[src/rtl/cmpf_pkg.sv]
package cmpf_pkg;

  // Condition flags, most significant first (N, Z, C, V).
  typedef struct packed {
    logic neg;
    logic zero;
    logic carry;
    logic ovf;
  } cmpf_flags_t;

  localparam int CMPF_FLAG_W = 4;

  // Carry (no borrow) of a - b, from the three sign bits.
  function automatic logic cmpf_carry(input logic sa, input logic sb, input logic sr);
    return (sa & ~sb) | (sa & ~sr) | (~sb & ~sr);
  endfunction

  // Signed overflow of a - b, from the three sign bits.
  function automatic logic cmpf_ovf(input logic sa, input logic sb, input logic sr);
    return (sa & ~sb & ~sr) | (~sa & sb & sr);
  endfunction

endpackage

[src/rtl/cmpf_lane.sv]
module cmpf_lane
  import cmpf_pkg::*;
#(
  parameter int W = 32
) (
  input  logic [W-1:0] lane_a,
  input  logic [W-1:0] lane_b,
  output cmpf_flags_t  lane_flags
);

  logic [W-1:0] diff;
  logic         sign_a, sign_b, sign_r;

  always_comb begin
    diff   = lane_a - lane_b;
    sign_a = lane_a[W-1];
    sign_b = lane_b[W-1];
    sign_r = diff[W-1];
    lane_flags.neg   = sign_r;
    lane_flags.zero  = ~|diff;
    lane_flags.carry = cmpf_carry(sign_a, sign_b, sign_r);
    lane_flags.ovf   = cmpf_ovf(sign_a, sign_b, sign_r);
  end

endmodule

[src/rtl/cmpf_stage.sv]
module cmpf_stage #(
  parameter int STATUS_W = 32
) (
  input  logic                clk,
  input  logic                rst,
  input  logic                stg_valid_in,
  input  logic [STATUS_W-1:0] stg_status_in,
  output logic                stg_valid_out,
  output logic [STATUS_W-1:0] stg_status_out
);

  always_ff @(posedge clk) begin
    if (rst) begin
      stg_valid_out  <= 1'b0;
      stg_status_out <= '0;
    end else begin
      stg_valid_out <= stg_valid_in;
      if (stg_valid_in) stg_status_out <= stg_status_in;
    end
  end

endmodule

[src/rtl/cmp_flag_unit.sv]
module cmp_flag_unit
  import cmpf_pkg::*;
#(
  parameter int DATA_W   = 64,
  parameter int NARROW_W = 32,
  parameter int STATUS_W = 32
) (
  input  logic                clk,
  input  logic                rst,
  input  logic                in_valid,
  input  logic                in_wide,
  input  logic [DATA_W-1:0]   in_src_a,
  input  logic [DATA_W-1:0]   in_src_b,
  output logic                out_valid,
  output logic [STATUS_W-1:0] out_status
);

  localparam int NUM_LANES = 2;
  localparam int PAD_W     = STATUS_W - CMPF_FLAG_W;

  cmpf_flags_t               lane_flags [NUM_LANES];
  cmpf_flags_t               sel_flags;
  logic [STATUS_W-1:0]       next_status;

  // Lane 0 compares the low halves; lane 1 compares full words.
  for (genvar g = 0; g < NUM_LANES; g++) begin : g_lane
    localparam int LW = (g == 0) ? NARROW_W : DATA_W;
    cmpf_lane #(.W(LW)) u_lane (
      .lane_a     (in_src_a[LW-1:0]),
      .lane_b     (in_src_b[LW-1:0]),
      .lane_flags (lane_flags[g])
    );
  end

  always_comb begin
    sel_flags   = in_wide ? lane_flags[1] : lane_flags[0];
    next_status = {sel_flags, {PAD_W{1'b0}}};
  end

  cmpf_stage #(.STATUS_W(STATUS_W)) u_stage (
    .clk            (clk),
    .rst            (rst),
    .stg_valid_in   (in_valid),
    .stg_status_in  (next_status),
    .stg_valid_out  (out_valid),
    .stg_status_out (out_status)
  );

endmodule

[config.mk]
export PLATFORM = sky130hd
export DESIGN_NAME = cmp_flag_unit
export DESIGN_NICKNAME = d
export VERILOG_FILES = /design/src/rtl/cmpf_pkg.sv /design/src/rtl/cmpf_lane.sv /design/src/rtl/cmpf_stage.sv /design/src/rtl/cmp_flag_unit.sv
export SDC_FILE = /design/constraint.sdc
export NUM_CORES = 1
export LEC_CHECK = 0
export BUFFER_PORTS_ARGS = -buffer_cell sky130_fd_sc_hd__buf_2
export CAP_MARGIN = 15
export CORE_MARGIN = 4
export CORE_UTILIZATION = 40
export CTS_BUF_LIST = sky130_fd_sc_hd__clkbuf_8 sky130_fd_sc_hd__clkbuf_16
export DETAILED_ROUTE_END_ITERATION = 7
export HOLD_SLACK_MARGIN = 0.15
export PLACE_DENSITY_LB_ADDON = 0.15
export SYNTH_ARGS = -nofsm -noshare
export SYNTH_HDL_FRONTEND = slang
export SYNTH_HIERARCHICAL = 1
export SYNTH_SLANG_ARGS = --single-unit
[constraint.sdc]
create_clock -name clk -period 9.3 [get_ports clk]
set_clock_uncertainty 0.1 [all_clocks]
set_input_delay 0.93 -clock clk [delete_from_list [all_inputs] [get_ports clk]]
set_output_delay 0.93 -clock clk [all_outputs]
set_load 0.02 [all_outputs]
; ---- Word-level counts from Yosys, hierarchy flattened
; Cells that the tools add are included.
[word_totals]
ff_bits = 5
latch_bits = 0
mem_bits_rw = 0
mem_bits_ro = 0
in_bits = 132
output_inout_bits = 33
elab_cells = 33
n_memories = 0
[classes]
add_sub_neg = 2
mul = 0
div_mod_pow = 0
order_cmp = 0
eq_ne = 0
n_shift = 0
mux = 1
bitwise = 24
reduce_logical = 4
[op_table]
columns = cell, n
row1 = 64-bit OR reduction, 1
row2 = 64-bit subtractor, 1
row3 = 32-bit OR reduction, 1
row4 = 32-bit subtractor, 1
row5 = 1-bit bitwise AND, 12
row6 = 1-bit inverter, 6
row7 = 1-bit bitwise OR, 6
row8 = 4-bit 2-to-1 mux, 1
row9 = 1-bit zero test, 2

; ---- Logic depth before layout (Yosys ltp)
; Gate-level depths: netlist (run 1).
[depth]
ltp_word = 6
ltp_mapped = 28
mapped_depth_nobuf = 27

; ---- Cells and area by module
; The synthesis (run 1) kept the hierarchy.
[by_module_without_submodules]
columns = module, n_inst, cells_per_inst, area_per_inst_um2, seq_area_each_um2
row1 = cmpf_lane at g_lane[1].u_lane, 1, 747, 4683.2, 0.0
row2 = cmpf_lane at g_lane[0].u_lane, 1, 309, 2082.0, 0.0
row3 = cmpf_stage, 1, 106, 1202.4, 660.6
row4 = cmp_flag_unit, 1, 5, 48.8, 0.0

; ---- Worst setup path before layout (run 1)
; No wires, ideal clock.
[synth_timing]
kind = input -> register
from = in in_src_b[22]
to = reg u_stage.stg_status_out[30]
setup_time_ns = 0.064
arrival_time_ns = 6.062
required_ns = 9.136
path_slack_ns = 3.073
stages = 27
n_path_buf = 1
path_cell_list = inv_1 > ha_1 > buf_2 > nand4_1 > or3_1 > o311ai_2 > o211ai_1 > a2111oi_2 > nor3_1 > o21ai_1 > a21o_1 > a21oi_1 > o31ai_1 > fa_1 > nor2b_1 > o2111ai_1 > or4_1 > a2111oi_0 > nand4_1 > nor4_1 > nand4_1 > nor4_2 > nand4_1 > nor4_2 > mux2_2 > mux2i_1 > nor2_1
[synth_lines]
columns = item, line_no
row1 = start: declaration, cmp_flag_unit.sv:13  ; input logic [DATA_W-1:0] in_src_b,
row2 = end signal: assignment, cmpf_stage.sv:18  ; if (stg_valid_in) stg_status_out <= stg_status_in;
row3 = end: declaration, cmpf_stage.sv:9  ; output logic [STATUS_W-1:0] stg_status_out

==> run metrics, run 1 <==
synth warn=6; CP Max Fanout=11; nets@finish=1,553; status=finished, final reports clean; post-route ant nets=0; CTS tree=built; setup TNS=0 ns; share of the synthesized area in the top cell type=0.153; Hold Crit Class=flip-flop to flip-flop; Worst Setup Path Type=input port to flip-flop; endpoints failing setup=0; Final Slew Violations=0; min-delay src=u_stage/stg_status_out[9]$_SDFFE_PP0P_; Hold Fails Final Rpt=0; GRT Residual Overflow=0; P_leak=4.51 nW; Die Y=150 um; Total Power=895 uW; crit path time final=7.02 ns; Core Area=19,600 sq um; Setup crit start kind=input port; post-synth cell types=92; area growth from synthesis to layout=14.2%; Routed WL per cell=17.9 um; # H-tree levels=2; dominant cell type by area after synthesis=ha_1; Residual DRC=0; PostCTS Resize Cnt=0; clock buffer depth=2; final worst setup slack=2.28 ns; GRT Total Usage=0.241; commonest non-fill, non-tap cells in the layout=buf_2 (164), inv_1 (139), a21oi_1 (129); WHS Endpoint=u_stage/stg_status_out[9]$_SDFFE_PP0P_; clock sink total=33; max-cap viol count=0; R2R Setup Slk=8.57 ns; drt first pass iters=7; Fmax=0.142 GHz; CP required=9.40 ns; worst flop-to-flop path startpoint=u_stage/stg_status_out[0]$_SDFFE_PP0P_; CTS clock-pin slew for the worst setup and hold paths=0.05 ns; Reg area=661 sq um; Num CTS Buffers=5; multi-input combinational cell area=6670 sq um; Post-synth EDFFs=0; CP Capture Type=flip-flop; vias in the first global route=8,284; Post-Layout Inst Area=9160 sq um; Cell Area, Placed=9000 sq um; final period utilization=0.755; pwr dens=97.8 nW/um^2; RSZ-0062 raised after global routing=no; die outline width=150 um; Reg2Reg Depth=2; Post-Syn Area=8020 sq um; clock root buffer master=clkbuf_16; Worst-Skew Late Latency=0.27 ns; Worst slew margin=0.376; synthesized netlist cell count=1,167; hold path cells=2; Via density=5.71; Starting Density=0.409; reg2reg end=u_stage/stg_status_out[0]$_SDFFE_PP0P_; commonest non-fill, non-tap cell in the layout=buf_2; Area contributors post-synth=ha_1 (15%), dfxtp_1 (8.2%), a21oi_1 (8.1%); worst-margin pin slew=0.937 ns; initial drt markers=908; Worst EP arrival=7.13 ns; share of cells above drive strength 1=0.156; Primary FF master, synth=dfxtp_1; Port Buffer Count=164; gpl congestion=0.973; DR vias=9,050; row count=51; initial antenna violation count=4; global-route wire length before repair=44,000 um; crit path from=in_src_b[12]; io pins=165; syn_area_per_cell=6.87 sq um; Post-CTS Setup Bufs=0; fraction of registers with async set/reset=0; Peak VDD IR=0.157 mV; DP HPWL=24,200 um; die area=22,400 sq um; largest net degree at the start of global routing=34; final core utilization=0.467; sequential share of the synthesized area=0.0824; Routed Wire Length=28,400 um; Yosys reg bits=33; pre-CTS setup slack=2.03 ns; cts hold-fix bufs=0; Fillers=2,121
-- logic make-up (layout without fill, tap and decap cells) --
| family | after synthesis | after routing | synth area share |
|---|---|---|---|
| buf+inv | 185 | 310 | 0.0982 |
| compound gates | 378 | 378 | 0.318 |
| mux | 51 | 51 | 0.0649 |
| simple gates | 381 | 381 | 0.234 |
| fa+ha+maj | 102 | 102 | 0.163 |
| other cells | 1 | 30 | 0.000468 |
| flops | 33 | 33 | 0.0824 |
| xor+xnor | 36 | 36 | 0.0393 |
-- cells in the mapped netlist, drive strengths merged, types with 17 or more instances --
cell    count
nand2b     21
buf        21
nor3       26
nand2      96
xnor2      17
dfxtp      33
inv       139
a21o       24
a21oi     131
clkbuf     25
nand3      26
nor2      110
o21ai      78
nand4      25
mux2i      43
xor2       19
ha         98
-- state kept, by name, summed over array words and instances, names as in the netlist --
signal	count
u_stage/stg_valid_out	1
u_stage/stg_status_out	32
-- metrics by stage --
| step | cells | hold slack [ns] |
|---|---|---|
| 2_1_floorplan | 1194 | 0.483 |
| 3_3_place_gp | 1577 | 0.370 |
| 3_5_place_dp | 1577 | 0.377 |
| 4_1_cts | 1584 | 0.390 |
| 5_1_grt | 1586 | 0.416 |
| 6_report | 1586 | 0.385 |
-- how the worst max path moves through the flow --
| stage | end | depth (start not counted) |
|---|---|---|
| 6_report | u_stage/stg_status_out[30]$_SDFFE_PP0P_ | 27 |
| 5_1_grt | u_stage/stg_status_out[30]$_SDFFE_PP0P_ | 28 |
| 4_1_cts | u_stage/stg_status_out[30]$_SDFFE_PP0P_ | 27 |
| 3_5_place_dp | u_stage/stg_status_out[30]$_SDFFE_PP0P_ | 27 |
| 3_3_place_gp | u_stage/stg_status_out[30]$_SDFFE_PP0P_ | 27 |
| 2_1_floorplan | u_stage/stg_status_out[30]$_SDFFE_PP0P_ | 27 |
-- power breakdown --
part           switching [mW]  internal (mW)
combinational           0.361          0.220
sequential            0.00386          0.150
clock                  0.0555          0.105
-- worst max-delay path, cell delays in order --
cell and delay [ns]:
buf_2 0.09, inv_1 0.04, ha_1 0.55, nand4_1 0.22, or3_1 0.38, o311ai_2 0.39, o211ai_1 0.20, a2111oi_2 0.44
nor3_1 0.09, o21ai_1 0.21, a21o_1 0.15, a21oi_1 0.06, o31ai_1 0.27, fa_1 0.51, nor2b_1 0.13, o2111ai_1 0.11
or4_1 0.42, a2111oi_0 0.32, nand4_1 0.16, nor4_1 0.32, nand4_1 0.16, nor4_2 0.29, nand4_1 0.12, nor4_2 0.17
mux2_2 0.19, mux2i_1 0.06, nor2_1 0.11
-- final cells by class --
cell class,count,area share
multi-input cells,976,0.728
inverters,139,0.0570
clock inverters,1,0.000820
repair buffers,164,0.0896
diodes,2,0.000547
clock buffers,6,0.0152
flip-flops and latches,33,0.0722
well taps,265,0.0362
-- metal layers --
layer | vias to the layer above | wire (um) | GRT usage
met3 | 32 | 1920 | 0.0415
met1 | 4196 | 13400 | 0.347
li1 | 4517 | - | -
met4 | 4 | 441 | 0.0398
met2 | 301 | 12700 | 0.384
met5 | - | 21 | 0
Power figures use the tool's default switching activity.
==> inputs of run 2 (changes only) <==
==> constraint.sdc (replaced) <==
create_clock -name clk -period 6.16 [get_ports clk]
set_clock_uncertainty 0.1 [all_clocks]
set_input_delay 0.616 -clock clk [delete_from_list [all_inputs] [get_ports clk]]
set_output_delay 0.616 -clock clk [all_outputs]
set_load 0.02 [all_outputs]
==> run 2 against run 1 <==
  * The flow now finishes with violations (setup timing)
  * Combinational power is 79% higher
  * Cell count is 12% higher
  * Worst setup slack worse by 2.3 ns
  * Critical path type unchanged
  * Sequential share of layout area is 1.1 points lower
  * Utilization is 8.3 points higher
  * Register-to-register slack worse by 3.2 ns
  * Non-clock buffer count is 188 higher
  * Count of clock-buffer cells in the layout is 1 lower
  * Clock power is 48% higher
==> run metrics, run 2 (synthesized netlist as in run 1, its figures left out) <==
Worst slew margin=0.366 (-0.0101); clock sink total=33 (unchanged); Peak VDD IR=0.168 mV (+7.5%); worst-margin pin slew=0.952 ns (+0.0152 ns); most used cell, CP=nand4_1; Critical path buffers and inverters=4 (+2); Worst-Skew Late Latency=0.27 ns (about the same); gpl congestion=1.02 (+4.7%); final period utilization=1.01; pre-CTS setup slack=-0.625 ns (-2.65 ns); clock buffer depth=2 (unchanged); initial drt markers=742 (-18%); crit path time final=6.22 ns; Fmax=0.161 GHz; biggest regs=u_stage/stg_status_out: 32 flops, u_stage/stg_valid_out: 1 flops; Setup crit start kind=input port; CP peak stage delay=0.46 ns (-0.09 ns); critical path's slowest cell=fa_1; setup TNS=-0.0618 ns (-0.0618 ns); DR vias=9,693 (+7.1%); Via density=5.47 (-4.2%); area growth from synthesis to layout=34.5%; CP Max Fanout=3 (-8); Fillers=1,999 (-5.8%); multi-input combinational cell area=6890 sq um (+3.3%); commonest non-fill, non-tap cell in the layout=buf_4; max-cap viol count=0 (unchanged); post-route ant nets=0 (unchanged); drt first pass iters=5 (-2); global-route wire length before repair=46,900 um (+6.5%); Final Slew Violations=0 (unchanged); vias in the first global route=9,019 (+8.9%); cts hold-fix bufs=0 (unchanged); initial antenna violation count=0 (-4); # H-tree levels=2 (unchanged); die outline width=150 um (unchanged); CP required=6.27 ns (-3.13 ns); Reg area=661 sq um (unchanged); Port Buffer Count=164 (unchanged); Num CTS Buffers=5 (unchanged); CP top delay family=simple AND/OR/NAND/NOR gates; Reg with most FFs=u_stage/stg_status_out; die area=22,400 sq um (unchanged); nets@finish=1,741 (+12%); Die Y=150 um (unchanged); Routed Wire Length=30,100 um (+5.8%); failing checks=setup timing; clock root buffer master=clkbuf_16; Total Power=1.51 mW (+68%); final worst setup slack=-0.0618 ns (-2.34 ns); row count=51 (unchanged); Routed WL per cell=17.0 um (-5.4%); # diodes=0 (-2); Hold Crit Class=flip-flop to flip-flop; GRT Residual Overflow=0 (unchanged); Worst Setup Path Type=input port to flip-flop; endpoints failing setup=1 (+1); Starting Density=0.409 (unchanged); DP HPWL=25,900 um (+7.0%); commonest non-fill, non-tap cells in the layout=buf_4 (188), buf_2 (164), inv_1 (134); share of cells above drive strength 1=0.279 (+0.122); RSZ-0062 raised after global routing=yes; final core utilization=0.550 (+0.0828); Largest register FFs=32 (unchanged); pwr dens=140 nW/um^2 (+43%); CTS clock-pin slew for the worst setup and hold paths=0.05 ns (about the same); io pins=165 (unchanged); Worst EP arrival=6.33 ns (-0.80 ns); CTS tree=built; Core Area=19,600 sq um (unchanged); Hold Fails Final Rpt=0 (unchanged); P_leak=5.44 nW (+21%); largest net degree at the start of global routing=34 (unchanged); status=finished with violations; CP Capture Type=flip-flop; GRT Total Usage=0.257 (+0.0156); Residual DRC=0 (unchanged)
[run 2: cell types whose count changed in the layout (fill, tap and decap cells not counted), moves of 3 or more]
| cell | delta |
|---|---|
| buf_4 | +188 |
| ha_1 | -12 |
| ha_4 | +12 |
| inv_1 | -5 |
| inv_2 | +5 |
| o21ai_0 | -3 |
| o21ai_1 | +3 |
[run 2: metal layers]
layer / routed length [um] / global-route usage / part of all wire
met4: 630 / 0.0563 / 0.021
met3: 2290 / 0.0488 / 0.076
met1: 14300 / 0.367 / 0.48
met2: 12900 / 0.401 / 0.43
met5: 0 / 0 / 0
[run 2: area by class of cell]
class,count,area share
clock buffer,5,0.0116
clock inverter,3,0.00163
inverter,139,0.0484
multi-input combinational,976,0.639
sequential,33,0.0613
tap,265,0.0308
timing repair buffer,352,0.207
[run 2: path summary, 6_finish.rpt]
kind                                                start                                       to  slack (ns)  cells after the start
setup / recovery                             in_src_b[20]  u_stage/stg_status_out[30]$_SDFFE_PP0P_       -0.06                     30
hold / removal     u_stage/stg_status_out[6]$_SDFFE_PP0P_   u_stage/stg_status_out[6]$_SDFFE_PP0P_        0.39                      2
setup reg to reg  u_stage/stg_status_out[27]$_SDFFE_PP0P_  u_stage/stg_status_out[27]$_SDFFE_PP0P_        5.41                      2
hold reg to reg    u_stage/stg_status_out[6]$_SDFFE_PP0P_   u_stage/stg_status_out[6]$_SDFFE_PP0P_        0.39                      2
[run 2: metrics by stage]
step | instances | cell area [sq um] | hold slack, ns
after floorplan | 1194 | 8120 | 0.483
after global placement | 1762 | 10400 | 0.369
final | 1773 | 10800 | 0.386
after detailed placement | 1762 | 10400 | 0.377
after global routing | 1773 | 10800 | 0.416
after CTS | 1773 | 10700 | 0.391
[run 2: repair_timing]
action	in CTS	in global routing
gates resized for setup	20	12
setup buffers	3	0
setup endpoints to repair	1	1
pin swaps	12	4
[run 2: report_power, final]
part / switching (mW) / leakage, nW / internal [mW]
Clock: 0.0894 / 0.0696 / 0.148
Combinational: 0.586 / 5.10 / 0.450
Sequential: 0.00580 / 0.272 / 0.227
[run 2: worst reg2reg max path, cell delays in order (launching register included)]
cell	delay, ns
dfxtp_1	0.31
mux2i_1	0.13
nor2_1	0.07
==> inputs of run 3 (changes only) <==
--- a/config.mk
+++ b/config.mk
@@ -5,12 +5,12 @@
 export SDC_FILE = /design/constraint.sdc
 export NUM_CORES = 1
 export LEC_CHECK = 0
-export BUFFER_PORTS_ARGS = -buffer_cell sky130_fd_sc_hd__buf_2
 export CAP_MARGIN = 15
 export CORE_MARGIN = 4
 export CORE_UTILIZATION = 40
 export CTS_BUF_LIST = sky130_fd_sc_hd__clkbuf_8 sky130_fd_sc_hd__clkbuf_16
 export DETAILED_ROUTE_END_ITERATION = 7
+export DONT_BUFFER_PORTS = 1
 export HOLD_SLACK_MARGIN = 0.15
 export PLACE_DENSITY_LB_ADDON = 0.15
 export SYNTH_ARGS = -nofsm -noshare
==> run 3 against run 2 <==
  * The flow still finishes with violations (setup timing)
  * Cell count shrank 12%
  * Non-clock buffer count shrank 202
  * Combinational power shrank 11%
  * Critical path type unchanged
  * Count of clock-buffer cells in the layout is the same
  * Final area shrank 11%
  * Total power shrank 7.0%
==> run metrics, run 3 (synthesized netlist as in run 1, its figures left out) <==
Core Area=19,600 sq um (unchanged); final period utilization=1.02 (+0.0142); Num CTS Buffers=5 (unchanged); crit path time final=6.31 ns (+0.0875 ns); Worst slew margin=0.546 (+0.181); Worst EP arrival=6.41 ns (+0.08 ns); clock root buffer master=clkbuf_16; Routed Wire Length=29,000 um (-3.7%); Residual DRC=0 (unchanged); Worst-Skew Late Latency=0.27 ns (about the same); post-route ant nets=0 (unchanged); Via density=5.83 (+6.6%); Worst Setup Path Type=input port to flip-flop; Routed WL per cell=18.5 um (+8.8%); cts hold-fix bufs=0 (unchanged); io pins=165 (unchanged); clock sink total=33 (unchanged); nets@finish=1,539 (-12%); area growth from synthesis to layout=19.4%; status=finished with violations; die area=22,400 sq um (unchanged); hold path cells=1 (-1); Port Buffer Count=0 (-100%); commonest non-fill, non-tap cells in the layout=buf_4 (149), inv_1 (138), a21oi_1 (128); RSZ-0062 raised after global routing=yes; Total Power=1.40 mW (-7.0%); final worst setup slack=-0.149 ns (-0.0875 ns); GRT Total Usage=0.248 (-0.00922); Setup crit start kind=input port; Final Slew Violations=0 (unchanged); # diodes=0 (unchanged); CP peak stage delay=0.35 ns (-0.11 ns); CP required=6.27 ns (about the same); Die Y=150 um (unchanged); initial antenna violation count=0 (unchanged); global-route wire length before repair=45,200 um (-3.4%); clock buffer depth=2 (unchanged); CP Max Fanout=3 (unchanged); initial drt markers=846 (+14%); Hold Fails Final Rpt=0 (unchanged); Largest register FFs=32 (unchanged); Starting Density=0.409 (unchanged); Post-Layout Inst Area=9580 sq um (-11%); DR vias=9,145 (-5.7%); vias in the first global route=8,516 (-5.6%); most used cell, CP=buf_4; GRT Residual Overflow=0 (unchanged); drt first pass iters=6 (+1); commonest non-fill, non-tap cell in the layout=buf_4; Reg with most FFs=u_stage/stg_status_out; Cell Area, Placed=9120 sq um (-12%); CP Capture Type=flip-flop; worst-margin pin slew=0.670 ns (-0.282 ns); critical path's slowest cell=nor4_4; gpl congestion=1.01 (-0.87%); biggest regs=u_stage/stg_status_out: 32 flops, u_stage/stg_valid_out: 1 flops; Hold Crit Class=input port to flip-flop; CTS tree=built; DP HPWL=24,400 um (-5.8%); pwr dens=146 nW/um^2 (+4.7%); failing checks=setup timing; share of cells above drive strength 1=0.157 (-0.121); largest net degree at the start of global routing=34 (unchanged); Reg2Reg Depth=2 (unchanged); # H-tree levels=2 (unchanged); row count=51 (unchanged); endpoints failing setup=1 (unchanged); max-cap viol count=0 (unchanged); die outline width=150 um (unchanged); Peak VDD IR=0.191 mV (+13%); P_leak=4.60 nW (-15%); CTS clock-pin slew for the worst setup and hold paths=0.05 ns (about the same); pre-CTS setup slack=-0.345 ns (+0.281 ns); Fmax=0.158 GHz (-1.4%)
==> run 3: cell types whose count changed in the layout (fill, tap and decap cells not counted), sizes merged <==
cell and delta:
buf -202, clkinv -1, clkinvlp -1
==> run 3: report_power, final <==
| part | internal (mW) | switching, mW | total (mW) | leakage, nW |
|---|---|---|---|---|
| clock network | 0.144 | 0.0792 | 0.223 | 0.0655 |
| logic | 0.401 | 0.523 | 0.924 | 4.27 |
| registers | 0.227 | 0.0256 | 0.253 | 0.272 |
==> run 3: worst max-delay path, delay by kind of cell <==
| kind | cells | cell delay (ns) |
|---|---|---|
| AOI/OAI and AO/OA | 6 | 1.08 |
| adders and majority gates | 1 | 0.30 |
| buffers and inverters | 25 | 3.06 |
| muxes | 3 | 0.45 |
| and+or+nand+nor | 5 | 0.96 |
==> run 3: final cells by class <==
cell class | count | area [sq um]
fillers | 2112 | 10000
clock inverters | 1 | 5.00
well taps | 265 | 332
clock buffers | 5 | 125
flip-flops and latches | 33 | 661
multi-input cells | 976 | 6800
inverters | 139 | 522
repair buffers | 150 | 1130
==> run 3: through the flow <==
stage / TNS [ns] / hold WS (ns) / util / cells
after floorplan: 0 / 0.483 / - / 1194
after CTS: 0 / 0.304 / 0.487 / 1568
after detailed placement: -0.345 / 0.502 / 0.466 / 1538
after global routing: -0.367 / 0.294 / 0.489 / 1569
final: -0.149 / 0.313 / 0.489 / 1569
after global placement: -0.148 / 0.492 / 0.466 / 1538
==> run 3: layer usage <==
| layer | wire (um) | track usage | up-vias | part of all wire |
|---|---|---|---|---|
| met3 | 2340 | 0.0524 | 41 | 0.081 |
| met4 | 509 | 0.0416 | 0 | 0.018 |
| met5 | 0 | 0 | - | 0 |
| met2 | 13200 | 0.407 | 388 | 0.45 |
| met1 | 13000 | 0.339 | 4239 | 0.45 |
| li1 | - | - | 4477 | - |
==> run 3: timing repair <==
action,CTS,global route
setup endpoints to repair,1,1
gates resized for setup,14,8
buffers inserted,24,1
pin swaps,9,10
==> run 3: worst paths after layout <==
check / start / end / slack (ns)
min: rst / u_stage/stg_status_out[23]$_SDFFE_PP0P_ / 0.31
max: in_src_b[6] / u_stage/stg_status_out[30]$_SDFFE_PP0P_ / -0.15
max reg2reg: u_stage/stg_status_out[30]$_SDFFE_PP0P_ / u_stage/stg_status_out[30]$_SDFFE_PP0P_ / 5.30
min reg2reg: u_stage/stg_status_out[8]$_SDFFE_PP0P_ / u_stage/stg_status_out[8]$_SDFFE_PP0P_ / 0.51
